--- src/rtl/stap_pkg.sv ---
package stap_pkg;

    localparam int IR_W = 5;

    typedef logic [IR_W-1:0] op_t;

    localparam op_t OP_INTEST   = 5'b00111;
    localparam op_t OP_USERCODE = 5'b01000;
    localparam op_t OP_IDCODE   = 5'b01001;
    localparam op_t OP_HIGHZ    = 5'b01010;
    localparam op_t OP_JSTART   = 5'b01100;
    localparam op_t OP_BYPASS   = 5'b11111;
    localparam op_t OP_USER1    = 5'b00010;
    localparam op_t OP_USER2    = 5'b00011;
    localparam op_t IR_CAPTURE  = 5'b00001;

    typedef enum logic [3:0] {
        TS_RESET, TS_IDLE,
        TS_SEL_DR, TS_CAP_DR, TS_SHF_DR, TS_EX1_DR, TS_PAU_DR, TS_EX2_DR, TS_UPD_DR,
        TS_SEL_IR, TS_CAP_IR, TS_SHF_IR, TS_EX1_IR, TS_PAU_IR, TS_EX2_IR, TS_UPD_IR
    } tap_state_e;

    typedef enum logic [2:0] {
        DS_BYPASS, DS_IDCODE, DS_USERCODE, DS_BOUNDARY, DS_USER1, DS_USER2
    } dr_sel_e;

    typedef struct packed {
        dr_sel_e sel;
        logic    hiz;
        logic    start;
        logic    intest;
    } dec_t;

    function automatic tap_state_e tap_next(tap_state_e s, logic m);
        tap_state_e n;
        case (s)
            TS_RESET:  n = m ? TS_RESET  : TS_IDLE;
            TS_IDLE:   n = m ? TS_SEL_DR : TS_IDLE;
            TS_SEL_DR: n = m ? TS_SEL_IR : TS_CAP_DR;
            TS_CAP_DR: n = m ? TS_EX1_DR : TS_SHF_DR;
            TS_SHF_DR: n = m ? TS_EX1_DR : TS_SHF_DR;
            TS_EX1_DR: n = m ? TS_UPD_DR : TS_PAU_DR;
            TS_PAU_DR: n = m ? TS_EX2_DR : TS_PAU_DR;
            TS_EX2_DR: n = m ? TS_UPD_DR : TS_SHF_DR;
            TS_UPD_DR: n = m ? TS_SEL_DR : TS_IDLE;
            TS_SEL_IR: n = m ? TS_RESET  : TS_CAP_IR;
            TS_CAP_IR: n = m ? TS_EX1_IR : TS_SHF_IR;
            TS_SHF_IR: n = m ? TS_EX1_IR : TS_SHF_IR;
            TS_EX1_IR: n = m ? TS_UPD_IR : TS_PAU_IR;
            TS_PAU_IR: n = m ? TS_EX2_IR : TS_PAU_IR;
            TS_EX2_IR: n = m ? TS_UPD_IR : TS_SHF_IR;
            default:   n = m ? TS_SEL_DR : TS_IDLE;
        endcase
        return n;
    endfunction

    function automatic dec_t op_decode(op_t op, logic cfg);
        dec_t d;
        d.sel    = DS_BYPASS;
        d.hiz    = 1'b0;
        d.start  = 1'b0;
        d.intest = 1'b0;
        case (op)
            OP_IDCODE:   d.sel = DS_IDCODE;
            OP_USERCODE: d.sel = DS_USERCODE;
            OP_INTEST: begin
                d.sel    = DS_BOUNDARY;
                d.intest = 1'b1;
            end
            OP_HIGHZ:    d.hiz   = 1'b1;
            OP_JSTART:   d.start = 1'b1;
            OP_USER1:    if (cfg) d.sel = DS_USER1;
            OP_USER2:    if (cfg) d.sel = DS_USER2;
            default:     d.sel = DS_BYPASS;
        endcase
        return d;
    endfunction

endpackage

--- src/rtl/stap_fsm.sv ---
module stap_fsm
    import stap_pkg::*;
(
    input  logic       tck,
    input  logic       rst,
    input  logic       tms,
    output tap_state_e state
);
    always_ff @(posedge tck) begin
        if (rst) state <= TS_RESET;
        else     state <= tap_next(state, tms);
    end
endmodule

--- src/rtl/stap_ir.sv ---
module stap_ir
    import stap_pkg::*;
(
    input  logic       tck,
    input  logic       rst,
    input  tap_state_e state,
    input  logic       tdi,
    output op_t        ir,
    output op_t        ir_sh
);
    always_ff @(posedge tck) begin
        if (rst) begin
            ir    <= OP_IDCODE;
            ir_sh <= '0;
        end else begin
            case (state)
                TS_RESET:  ir    <= OP_IDCODE;
                TS_CAP_IR: ir_sh <= IR_CAPTURE;
                TS_SHF_IR: ir_sh <= {tdi, ir_sh[IR_W-1:1]};
                TS_UPD_IR: ir    <= ir_sh;
                default: ;
            endcase
        end
    end
endmodule

--- src/rtl/stap_dr.sv ---
module stap_dr
    import stap_pkg::*;
#(
    parameter int          DR_W     = 32,
    parameter logic [31:0] ID_VALUE = 32'h1C0D_E0A5
) (
    input  logic            tck,
    input  logic            rst,
    input  tap_state_e      state,
    input  logic            tdi,
    input  dr_sel_e         sel,
    input  logic            cfg_done,
    input  logic [DR_W-1:0] user_code,
    output logic            so
);
    localparam logic [DR_W-1:0] ID_EXT = DR_W'(ID_VALUE);

    logic            byp_q;
    logic [DR_W-1:0] dsr_q;
    logic [DR_W-1:0] cap_val;
    logic            wide_sel;

    assign wide_sel = (sel == DS_IDCODE) || (sel == DS_USERCODE);

    always_comb begin
        if (sel == DS_IDCODE)     cap_val = ID_EXT;
        else if (cfg_done)        cap_val = user_code;
        else                      cap_val = '1;
    end

    always_ff @(posedge tck) begin
        if (rst) begin
            byp_q <= 1'b0;
            dsr_q <= '0;
        end else if (state == TS_CAP_DR) begin
            byp_q <= 1'b0;
            if (wide_sel) dsr_q <= cap_val;
        end else if (state == TS_SHF_DR) begin
            byp_q <= tdi;
            if (wide_sel) dsr_q <= {tdi, dsr_q[DR_W-1:1]};
        end
    end

    assign so = wide_sel ? dsr_q[0] : byp_q;
endmodule

--- src/rtl/scan_tap_top.sv ---
module scan_tap_top
    import stap_pkg::*;
#(
    parameter int          DR_W     = 32,
    parameter logic [31:0] ID_VALUE = 32'h1C0D_E0A5
) (
    input  logic            tck,
    input  logic            rst,
    input  logic            tms,
    input  logic            tdi,
    input  logic            cfg_done,
    input  logic [DR_W-1:0] user_code_in,
    input  logic            bnd_so,
    input  logic            usr_so1,
    input  logic            usr_so2,
    output logic            tdo,
    output logic            tdo_oe,
    output logic            pin_hiz,
    output logic            bnd_intest,
    output logic            startup_ce,
    output logic            usr_sel1,
    output logic            usr_sel2,
    output logic            usr_reset,
    output logic            usr_update,
    output logic            usr_shift
);
    tap_state_e fsm_state;
    op_t        ir_q;
    op_t        ir_sh_q;
    dec_t       dec;
    logic       int_so;
    logic       dr_so;
    logic       out_bit;
    logic       shifting;

    stap_fsm u_fsm (
        .tck   (tck),
        .rst   (rst),
        .tms   (tms),
        .state (fsm_state)
    );

    stap_ir u_ir (
        .tck   (tck),
        .rst   (rst),
        .state (fsm_state),
        .tdi   (tdi),
        .ir    (ir_q),
        .ir_sh (ir_sh_q)
    );

    assign dec = op_decode(ir_q, cfg_done);

    stap_dr #(.DR_W(DR_W), .ID_VALUE(ID_VALUE)) u_dr (
        .tck       (tck),
        .rst       (rst),
        .state     (fsm_state),
        .tdi       (tdi),
        .sel       (dec.sel),
        .cfg_done  (cfg_done),
        .user_code (user_code_in),
        .so        (int_so)
    );

    always_comb begin
        case (dec.sel)
            DS_BOUNDARY: dr_so = bnd_so;
            DS_USER1:    dr_so = usr_so1;
            DS_USER2:    dr_so = usr_so2;
            default:     dr_so = int_so;
        endcase
    end

    assign shifting = (fsm_state == TS_SHF_IR) || (fsm_state == TS_SHF_DR);
    assign out_bit  = (fsm_state == TS_SHF_IR) ? ir_sh_q[0] : dr_so;

    always_ff @(negedge tck) begin
        if (rst) begin
            tdo    <= 1'b0;
            tdo_oe <= 1'b0;
        end else begin
            tdo    <= out_bit;
            tdo_oe <= shifting;
        end
    end

    assign pin_hiz    = dec.hiz;
    assign bnd_intest = dec.intest;
    assign startup_ce = dec.start && (fsm_state == TS_IDLE);
    assign usr_sel1   = (dec.sel == DS_USER1);
    assign usr_sel2   = (dec.sel == DS_USER2);
    assign usr_reset  = (fsm_state == TS_RESET);
    assign usr_update = (fsm_state == TS_UPD_DR);
    assign usr_shift  = (fsm_state == TS_SHF_DR);
endmodule

--- config.mk ---
export PLATFORM = sky130hd
export DESIGN_NAME = scan_tap_top
export DESIGN_NICKNAME = d
export VERILOG_FILES = /design/src/rtl/stap_pkg.sv /design/src/rtl/stap_fsm.sv /design/src/rtl/stap_ir.sv /design/src/rtl/stap_dr.sv /design/src/rtl/scan_tap_top.sv
export SDC_FILE = /design/constraint.sdc
export NUM_CORES = 1
export LEC_CHECK = 0
export BUFFER_PORTS_ARGS = -buffer_cell sky130_fd_sc_hd__buf_2
export CAP_MARGIN = 15
export CORE_UTILIZATION = 50
export CTS_CLUSTER_DIAMETER = 100
export DETAILED_ROUTE_END_ITERATION = 7
export GPL_TIMING_DRIVEN = 0
export PLACE_DENSITY_LB_ADDON = 0.1
export SYNTH_ARGS = -nofsm -noshare
export SYNTH_HDL_FRONTEND = slang
export SYNTH_SLANG_ARGS = --single-unit
export TNS_END_PERCENT = 100
--- constraint.sdc ---
create_clock -name tck -period 1.7 [get_ports tck]
set_input_delay 0.085 -clock tck [delete_from_list [all_inputs] [get_ports tck]]
set_output_delay 0.085 -clock tck [all_outputs]
set_load 0.05 [all_outputs]
==> flow_metrics.tcl, run 1 <==
set metrics [dict create \
    area_delta_synth_final_pct 42.07 \
    core_sq_um 5172 \
    cts.sinks 49 \
    peakVddDrop_mv 0.5971 \
    antenna_found_initial 0 \
    slew_viol_final 0 \
    fin_tns_setup_ns -12.77 \
    worstPathCellList "or4b_4 -> mux2_2 -> o31ai_1 -> a31oi_1" \
    holdWs_ns 0.07406 \
    root_buffer "clkbuf_8" \
    ys.flop_type "dfxtp_1" \
    grt_pass1_vias 2626 \
    antenna_cells 0 \
    rsz0062_at_grt "true" \
    cts_tree "yes" \
    setup_viol 39 \
    final_cell_mix "buf_2 (45), dfxtp_1 (41), nor2_1 (32)" \
    rows 26 \
    htreeDepth 2 \
    die_w_microns 75.57 \
    grt_pass1_wl_microns 12340 \
    layout-drive-gt1-share_pct 47.64 \
    syn_nets 335 \
    yosysWarnings 0 \
    drc 0 \
    design.die.area_sq_um 5711 \
    path_delay_family "simple AND/OR/NAND/NOR gates" \
    gp_congestion 0.8862 \
    placed_cells 413 \
    finalHoldViolCount 0 \
    viasPerCell 5.969 \
    critPathSlowestCell "or4b_4" \
    cp.required_ns 1.08 \
    p_per_area_nw_per_um2 702.8 \
    overflow 0 \
    synth.yosys.seq_area_share_pct 36.25 \
    layout_setup_ws_ns -0.6199 \
    clock_path_buffers 2 \
    routedWlPerCell_microns 17.78 \
    vias 2698 \
    status "complete, but fails checks" \
    die_h_microns 75.57 \
    synthDistinctLibCells 51 \
    critPathBufInv 0 \
    dp_hpwl_microns 4896 \
    avgSynthCellArea_sq_um 9.174 \
    crit_fanout 2 \
    cp.arrival_ns 1.70 \
    cts_buffers 5 \
    power_mw 2.702 \
    layout_commonest_cell "buf_2" \
    synth_cells 295 \
    synth_edf_count 0 \
    synth_seq_cells 49 \
    grt_start_max_net_pins 16 \
    final_cells 452 \
    path_clk_slew_ns 0.10 \
    fin_util_pct 74.33 \
    cp-end-kind "flop" \
    start_util_pct 52.32 \
    worst_pin_slew_ns 0.7748 \
    ios 50 \
    p_leak_nw 1.487 \
    num-nets-final 421 \
    violations "setup timing" \
    skew_ns 0.05413 \
    wirelength_microns 8036 \
    start_kind "flop" \
    io_buffers 48 \
    async_reset_ff_share_pct 0 \
    critical-path-max-stage-delay_ns 0.54 \
    slew_headroom_pct 48.35 \
    insertion_delay_ns 0.36 \
    grt_usage_pct 29.39 \
    dr.first_iter.drc_count 170 \
    critPathKind "reg2reg" \
    drtAntennaViolNets 0 \
    syn_area_sq_um 2706 \
    hp-class "in2reg" \
    first_pass_iters 5 \
    drv_cap 0 \
]
==> logic make-up (layout without fill, tap and decap cells) <==
logic type	Yosys count	in the layout	synth area share [%]
AO/OA/AOI/OAI	112	112	37.77
buffers and inverters	37	124	7.166
flip-flops	49	49	36.25
multiplexers	3	3	1.156
AND/OR/NAND/NOR	94	94	17.66
==> synthesized netlist by cell type (2+ instances only) <==
cell,instances,area share [%]
a211oi_1,2,0.55
a21oi_1,9,1.7
a21oi_2,10,3.2
a221oi_1,3,0.97
a221oi_2,17,9.4
a22oi_1,3,0.83
a2bb2oi_1,3,0.97
a31oi_1,2,0.46
and3_1,2,0.46
buf_2,10,1.8
buf_6,5,2.1
clkbuf_1,13,1.8
dfxtp_1,49,36
inv_1,7,0.97
mux2i_1,2,0.74
nand2_1,24,3.3
nand2b_1,2,0.46
nand3_1,6,1.1
nand4_1,2,0.46
nor2_1,33,4.6
nor3_1,5,0.92
nor3_2,3,1.1
nor3b_1,2,0.55
nor4_1,3,0.69
nor4b_1,2,0.65
o21a_1,20,5.5
o21ai_0,20,3.7
o221ai_1,2,0.65
o221ai_2,11,6.1
o22ai_1,2,0.46
==> where the power goes <==
part	leakage, nW	switching, mW	total [mW]	internal [mW]
clock	0.0736	0.425	0.941	0.516
combinational	1.01	0.285	0.550	0.265
sequential	0.401	0.0294	1.21	1.18
==> per-layer routing <==
layer / vias up / part of all wire [%] / GRT usage [%]
li1: 1274 / - / -
met1: 1308 / 42 / 33.99
met2: 97 / 51 / 52.58
met3: 19 / 5.0 / 6.746
met4: 0 / 2.2 / 11.52
met5: - / 0 / 0
==> path summary, 6_finish.rpt <==
path	start	endpoint	slack, ns	depth (start not counted)
worst min register to register	u_dr.dsr_q[0]	u_dr.dsr_q[0]	0.47	2
worst max register to register	u_ir.ir[2]	tdo	-0.62	4
worst min-delay path	user_code_in[18]	u_dr.dsr_q[18]	0.07	3
worst max-delay path	u_ir.ir[2]	tdo	-0.62	4
==> worst min-delay path: cells and delay by family <==
kind                   cells  cell delay (ns)
AOI/OAI and AO/OA          2             0.19
buffers and inverters      1             0.08
==> sequential cells by signal, indices dropped and copies added, names as in the netlist <==
name	count
tdo	1
tdo_oe	1
u_dr.byp_q	1
u_dr.dsr_q	32
u_fsm.state	4
u_ir.ir	5
u_ir.ir_sh	5
==> cell type report <==
class / instances / area (sq um)
plain buffers: 28 / 259.0
multi-input cells: 209 / 1717
inverters: 6 / 27.53
well taps: 70 / 87.58
repair buffers: 80 / 621.8
clock inverters: 5 / 62.56
clock buffers: 5 / 68.82
flip-flops and latches: 49 / 1001
fillers: 355 / 1328
==> timing repair <==
| item | in CTS | in global routing |
|---|---|---|
| buffers inserted | 19 | 9 |
| resized for setup | 45 | 40 |
| hold buffers | 1 | 0 |
| cloned | 3 | 1 |
| pin swaps | 8 | 21 |
| endpoints found under the hold margin | 1 | 0 |
| endpoints found under the setup margin | 45 | 42 |
==> per-stage QoR <==
step / cell area, sq um / worst slack, ns
2_1_floorplan: 2780 / -0.6290
3_3_place_gp: 3108 / -0.8623
3_5_place_dp: 3108 / -0.8641
4_1_cts: 3622 / -0.6041
5_1_grt: 3845 / -0.7177
6_report: 3845 / -0.6199
No activity file was read; power rests on OpenSTA's default activity.
==> run 2, diff against run 1 <==
Settings changed: ABC_AREA set to 1, CORE_UTILIZATION 50 to 30.
==> flow_metrics.tcl, run 2 <==
set metrics [dict create \
    synth_xor_area_share_pct 0 \
    syn_area_sq_um 2623 \
    htreeDepth 2 \
    layout_commonest_cell "nor2_1" \
    setup_viol 4 \
    skew_ns 0.05567 \
    synth_top_area_share_pct 37.40 \
    holdWs_ns 0.01643 \
    synthMuxAreaShare_pct 0 \
    status "complete, but fails checks" \
    layout-drive-gt1-share_pct 31.38 \
    viasPerCell 4.703 \
    cts_buffers 5 \
    io_buffers 48 \
    routedWlPerCell_microns 13.02 \
    insertion_delay_ns 0.35 \
    synthAdderAreaFrac_pct 0 \
    cts.sinks 49 \
    dp_hpwl_microns 5443 \
    synth_top_cell_by_area "dfxtp_1" \
    gp_congestion 0.8402 \
    worstPathCellList "inv_1 -> nand2_2 -> nor2_4 -> a21oi_2 -> nand3_2 -> nor2_2 -> nor2_1" \
    cts_tree "yes" \
    reg.largest.list "u_dr.dsr_q: 32 flops, u_ir.ir: 5 flops, u_ir.ir_sh: 5 flops" \
    yosys-top-cells-area "dfxtp_1 (37%), nor2_1 (20%), nand2_1 (9.2%)" \
    final_cell_mix "nor2_1 (132), nand2_1 (62), buf_2 (47)" \
    grt_pass1_wl_microns 12610 \
    synth_seq_cells 49 \
    synthDistinctLibCells 29 \
    antenna_cells 0 \
    hp-class "in2reg" \
    dr.first_iter.drc_count 100 \
    ys.flop_type "dfxtp_1" \
    violations "setup timing" \
    num-nets-final 533 \
    ios 50 \
    wirelength_microns 7797 \
    worst_pin_slew_ns 0.5181 \
    design.die.area_sq_um 9119 \
    critical-path-max-stage-delay_ns 0.41 \
    overflow 0 \
    cp-end-kind "flop" \
    drc 0 \
    layout_setup_ws_ns -0.2002 \
    yosysWarnings 0 \
    crit_fanout 7 \
    start_kind "flop" \
    synth_simple_gate_area_share_pct 36.40 \
    critPathSlowestCell "dfxtp_4" \
    clock_path_buffers 2 \
    largest_register_ffs 32 \
    finalHoldViolCount 0 \
    core_sq_um 8341 \
    cp.required_ns 1.09 \
    rows 33 \
    syn_nets 455 \
    rsz0062_at_grt "true" \
    synth_edf_count 0 \
    max_flop_register "u_dr.dsr_q" \
    fin_tns_setup_ns -0.3230 \
    die_w_microns 95.50 \
    async_reset_ff_share_pct 0 \
    avgSynthCellArea_sq_um 6.319 \
    slew_headroom_pct 65.46 \
    grt_start_max_net_pins 15 \
    path_clk_slew_ns 0.09 \
    synth-compound-area-share_pct 17.70 \
    p_per_area_nw_per_um2 1219 \
    drtAntennaViolNets 0 \
    synth_top_family_by_area "simple AND/OR/NAND/NOR gates" \
    placed_cells 568 \
    power_mw 4.374 \
    drv_cap 0 \
    yosysMostFrequentCell "nor2_1" \
    root_buffer "clkbuf_8" \
    ys_top_cells_by_count "nor2_1 (142), nand2_1 (64), dfxtp_1 (49)" \
    die_h_microns 95.50 \
    antenna_found_initial 0 \
    area_delta_synth_final_pct 36.78 \
    grt_usage_pct 17.86 \
    vias 2817 \
    cts_hold_buf 0 \
    grt_pass1_vias 2684 \
    slew_viol_final 0 \
    critPathKind "reg2reg" \
    p_leak_nw 1.641 \
    synth.yosys.seq_area_share_pct 37.40 \
    start_util_pct 31.44 \
    final_cells 599 \
    cp.arrival_ns 1.29 \
    synth_cells 415 \
    first_pass_iters 6 \
    peakVddDrop_mv 0.5829 \
]
## run 2: cell types whose count changed after synthesis, sizes merged, moves of 6 or more
cell / delta
a21oi: +6
inv: +18
o21a: -20
a221oi: -20
nor2: +112
o221ai: -13
o21ai: +35
nand2: +46
nor3: -6
nand3: +8
## run 2: cell type report
cell class                      count  area, sq um
Buffer                             20        153.9
Clock inverter                      4        16.27
Fill cell                         908         4753
Sequential cell                    49         1016
Timing Repair Buffer               70        493.0
Tap cell                          105        131.4
Inverter                           26        116.4
Multi-Input combinational cell    319         1588
Clock buffer                        6        72.57
## run 2: path summary, 6_finish.rpt
kind                                    start              to  slack (ns)  depth (start not counted)
worst min register to register  u_ir.ir_sh[2]      u_ir.ir[2]        0.48                          2
worst max register to register     u_ir.ir[4]             tdo       -0.20                          7
worst max-delay path               u_ir.ir[4]             tdo       -0.20                          7
worst min-delay path                      rst  u_fsm.state[2]        0.02                          2
## run 2: cell families after synthesis
logic type / count (synthesis)
and+or+nand+nor: 235
buffers and inverters: 47
DFF: 49
AOI/OAI and AO/OA: 84
## run 2: timing repair
action	CTS	global route
pin swaps	7	10
endpoints found under the setup margin	5	35
gates cloned	0	3
resized for setup	44	48
buffers inserted	18	4
## run 2: where the power goes
part / switching [mW] / total (mW) / internal, mW
Sequential: 0.168 / 1.63 / 1.46
Clock: 0.410 / 0.699 / 0.289
Combinational: 1.26 / 2.05 / 0.789
Total: 1.83 / 4.37 / 2.54
## run 2: worst max-delay path: cells and delay by family, from the launching register on
kind / cells / cell delay, ns
AOI/OAI and AO/OA: 1 / 0.12
and+or+nand+nor: 5 / 0.37
buffers and inverters: 1 / 0.08
DFF: 1 / 0.41
## run 2: per-stage QoR
stage	instance area (sq um)	setup WS, ns	util (%)
detailed placement	3039	-0.4572	36.44
global route	3587	-0.2812	43.01
finish	3587	-0.2002	43.01
global placement	3039	-0.4266	36.44
CTS	3388	-0.2284	40.62
floorplan	2668	-0.4239	-
## run 2: routing by layer
| metal | share of wire (%) | up-vias | wire length (microns) | GRT usage [%] |
|---|---|---|---|---|
| met5 | 0 | - | 0 | 0 |
| met4 | 1.1 | 0 | 82 | 3.980 |
| met3 | 3.5 | 8 | 271 | 2.951 |
| met2 | 48 | 52 | 3778 | 32.02 |
| met1 | 47 | 1276 | 3665 | 22.25 |
| li1 | - | 1481 | - | - |
==> run 3, diff against run 2 <==
Settings changed: CORE_UTILIZATION 30 to 40, SYNTH_HIERARCHICAL set to 1.
==> flow_metrics.tcl, run 3 <==
set metrics [dict create \
    ios 50 \
    grt_pass1_wl_microns 14990 \
    cts.sinks 49 \
    critPathSlowestCell "dfxtp_4" \
    placed_cells 729 \
    synth_top_area_share_pct 30.47 \
    core_sq_um 7767 \
    dp_hpwl_microns 5808 \
    insertion_delay_ns 0.35 \
    max_flop_register "u_dr/dsr_q" \
    ys.flop_type "dfxtp_1" \
    reg.largest.list "u_dr/dsr_q: 32 flops, u_ir/ir: 5 flops, u_ir/ir_sh: 5 flops" \
    drv_cap 0 \
    root_buffer "clkbuf_8" \
    cp-end-kind "flop" \
    final_cells 767 \
    routedWlPerCell_microns 11.49 \
    layout_setup_ws_ns -0.8090 \
    wirelength_microns 8815 \
    clock_path_buffers 2 \
    path_delay_family "simple AND/OR/NAND/NOR gates" \
    grt_usage_pct 22.07 \
    setup_viol 36 \
    power_mw 4.967 \
    syn_nets 618 \
    grt_start_max_net_pins 15 \
    crit_fanout 5 \
    path_clk_slew_ns 0.09 \
    layout_commonest_cell "nand2_1" \
    synthDistinctLibCells 25 \
    antenna_found_initial 0 \
    async_reset_ff_share_pct 0 \
    rsz0062_at_grt "true" \
    synth_seq_cells 49 \
    ys_top_cells_by_count "nand2_1 (199), nor2_1 (148), inv_1 (66)" \
    critical-path-max-stage-delay_ns 0.38 \
    gp_congestion 0.7987 \
    avgSynthCellArea_sq_um 5.570 \
    final_cell_mix "nand2_1 (195), nor2_1 (143), inv_1 (62)" \
    worst_pin_slew_ns 0.5551 \
    skew_ns 0.05820 \
    syn_area_sq_um 3219 \
    cts_buffers 5 \
    finalHoldViolCount 0 \
    critPathMostFrequentCell "nand2_2" \
    layout-drive-gt1-share_pct 24.81 \
    slew_headroom_pct 63.00 \
    synth.yosys.seq_area_share_pct 30.47 \
    cp.required_ns 1.09 \
    vias 3512 \
    drtAntennaViolNets 0 \
    place_ws_ns -1.234 \
    yosys-top-cells-area "dfxtp_1 (30%), nand2_1 (23%), nor2_1 (17%)" \
    p_per_area_nw_per_um2 1156 \
    overflow 0 \
    synth_cells 578 \
    critPathKind "reg2reg" \
    start_util_pct 41.45 \
    cts_hold_buf 0 \
    first_pass_iters 4 \
    rows 32 \
    htreeDepth 2 \
    status "complete, but fails checks" \
    cp.arrival_ns 1.89 \
    antenna_cells 0 \
    peakVddDrop_mv 0.4278 \
    yosysMostFrequentCell "nand2_1" \
    synth_edf_count 0 \
    synth_top_cell_by_area "dfxtp_1" \
    dr.first_iter.drc_count 108 \
    yosysWarnings 6 \
    num-nets-final 704 \
    grt_pass1_vias 3172 \
    slew_viol_final 0 \
    critPathBufInv 4 \
    viasPerCell 4.579 \
    start_kind "flop" \
    drc 0 \
    cts_tree "yes" \
    fin_util_pct 55.32 \
    hp-class "in2reg" \
    fillers 781 \
    die_h_microns 91.71 \
    io_buffers 49 \
    p_leak_nw 2.280 \
    largest_register_ffs 32 \
    worstPathCellList "nor3_4 -> inv_2 -> o31ai_4 -> inv_1 -> nand3_2 -> nand2_2 -> buf_6 -> nand2_2 -> o21ai_2 -> o21ai_1 -> inv_1 -> nand2_2 -> a21oi_2" \
    area_delta_synth_final_pct 33.46 \
    violations "setup timing" \
    die_w_microns 91.71 \
    design.die.area_sq_um 8411 \
]
-- run 3: final cells by class --
| cell class | instances | area [sq um] | area share, % |
|---|---|---|---|
| Clock buffer | 7 | 76.32 | 1.776 |
| Multi-Input combinational cell | 434 | 1954 | 45.49 |
| Timing Repair Buffer | 79 | 653.1 | 15.20 |
| Sequential cell | 49 | 1011 | 23.53 |
| Tap cell | 102 | 127.6 | 2.970 |
| Clock inverter | 3 | 37.54 | 0.8736 |
| Inverter | 72 | 274.0 | 6.377 |
| Buffer | 21 | 162.7 | 3.786 |
-- run 3: logic make-up (layout without fill, tap and decap cells) --
logic type,after synthesis,count (layout),share of synthesized area (%)
AND/OR/NAND/NOR,414,414,53.67
flip-flops,49,49,30.47
AO/OA/AOI/OAI,20,20,3.303
buffers and inverters,95,182,12.55
-- run 3: repair_timing --
action                     in CTS  in global routing
gates cloned                    4                  1
setup endpoints to repair      38                 38
setup buffers                  22                  6
resized for setup              62                 10
pin swaps                       8                  6
-- run 3: path summary, 6_finish.rpt --
check	depth (start not counted)	slack, ns	from	to
worst min register to register	2	0.48	u_ir/ir_sh[1]	u_ir/ir[1]
worst min-delay path	3	0.07	tdi	u_ir/ir_sh[4]
worst max-delay path	13	-0.81	u_ir/ir[2]	tdo
worst max register to register	13	-0.81	u_ir/ir[2]	tdo
-- run 3: through the flow --
| stage | area [sq um] | hold slack, ns | TNS (ns) |
|---|---|---|---|
| after global placement | 3626 | 0.3655 | -9.818 |
| after detailed placement | 3626 | 0.3758 | -10.43 |
| after CTS | 4225 | 0.05343 | -13.39 |
| after floorplan | 3253 | 0.1541 | -11.49 |
| after global routing | 4297 | 0.04291 | -12.50 |
| final | 4297 | 0.06539 | -7.470 |
-- run 3: worst min-delay path: cells and delay by family --
| kind | cells | cell delay (ns) |
|---|---|---|
| and+or+nand+nor | 1 | 0.06 |
| AOI/OAI and AO/OA | 1 | 0.05 |
| buffers and inverters | 1 | 0.12 |
-- run 3: where the power goes --
part	switching [mW]	internal [mW]
Sequential	0.128	1.35
Combinational	1.49	1.13
Clock	0.419	0.448
Total	2.04	2.93
-- run 3: per-layer routing --
layer / vias up / global-route usage, % / part of all wire [%]
li1: 1901 / - / -
met1: 1538 / 29.84 / 51
met2: 65 / 37.47 / 45
met3: 8 / 3.234 / 3.6
met4: 0 / 4.297 / 0.75
met5: - / 0 / 0
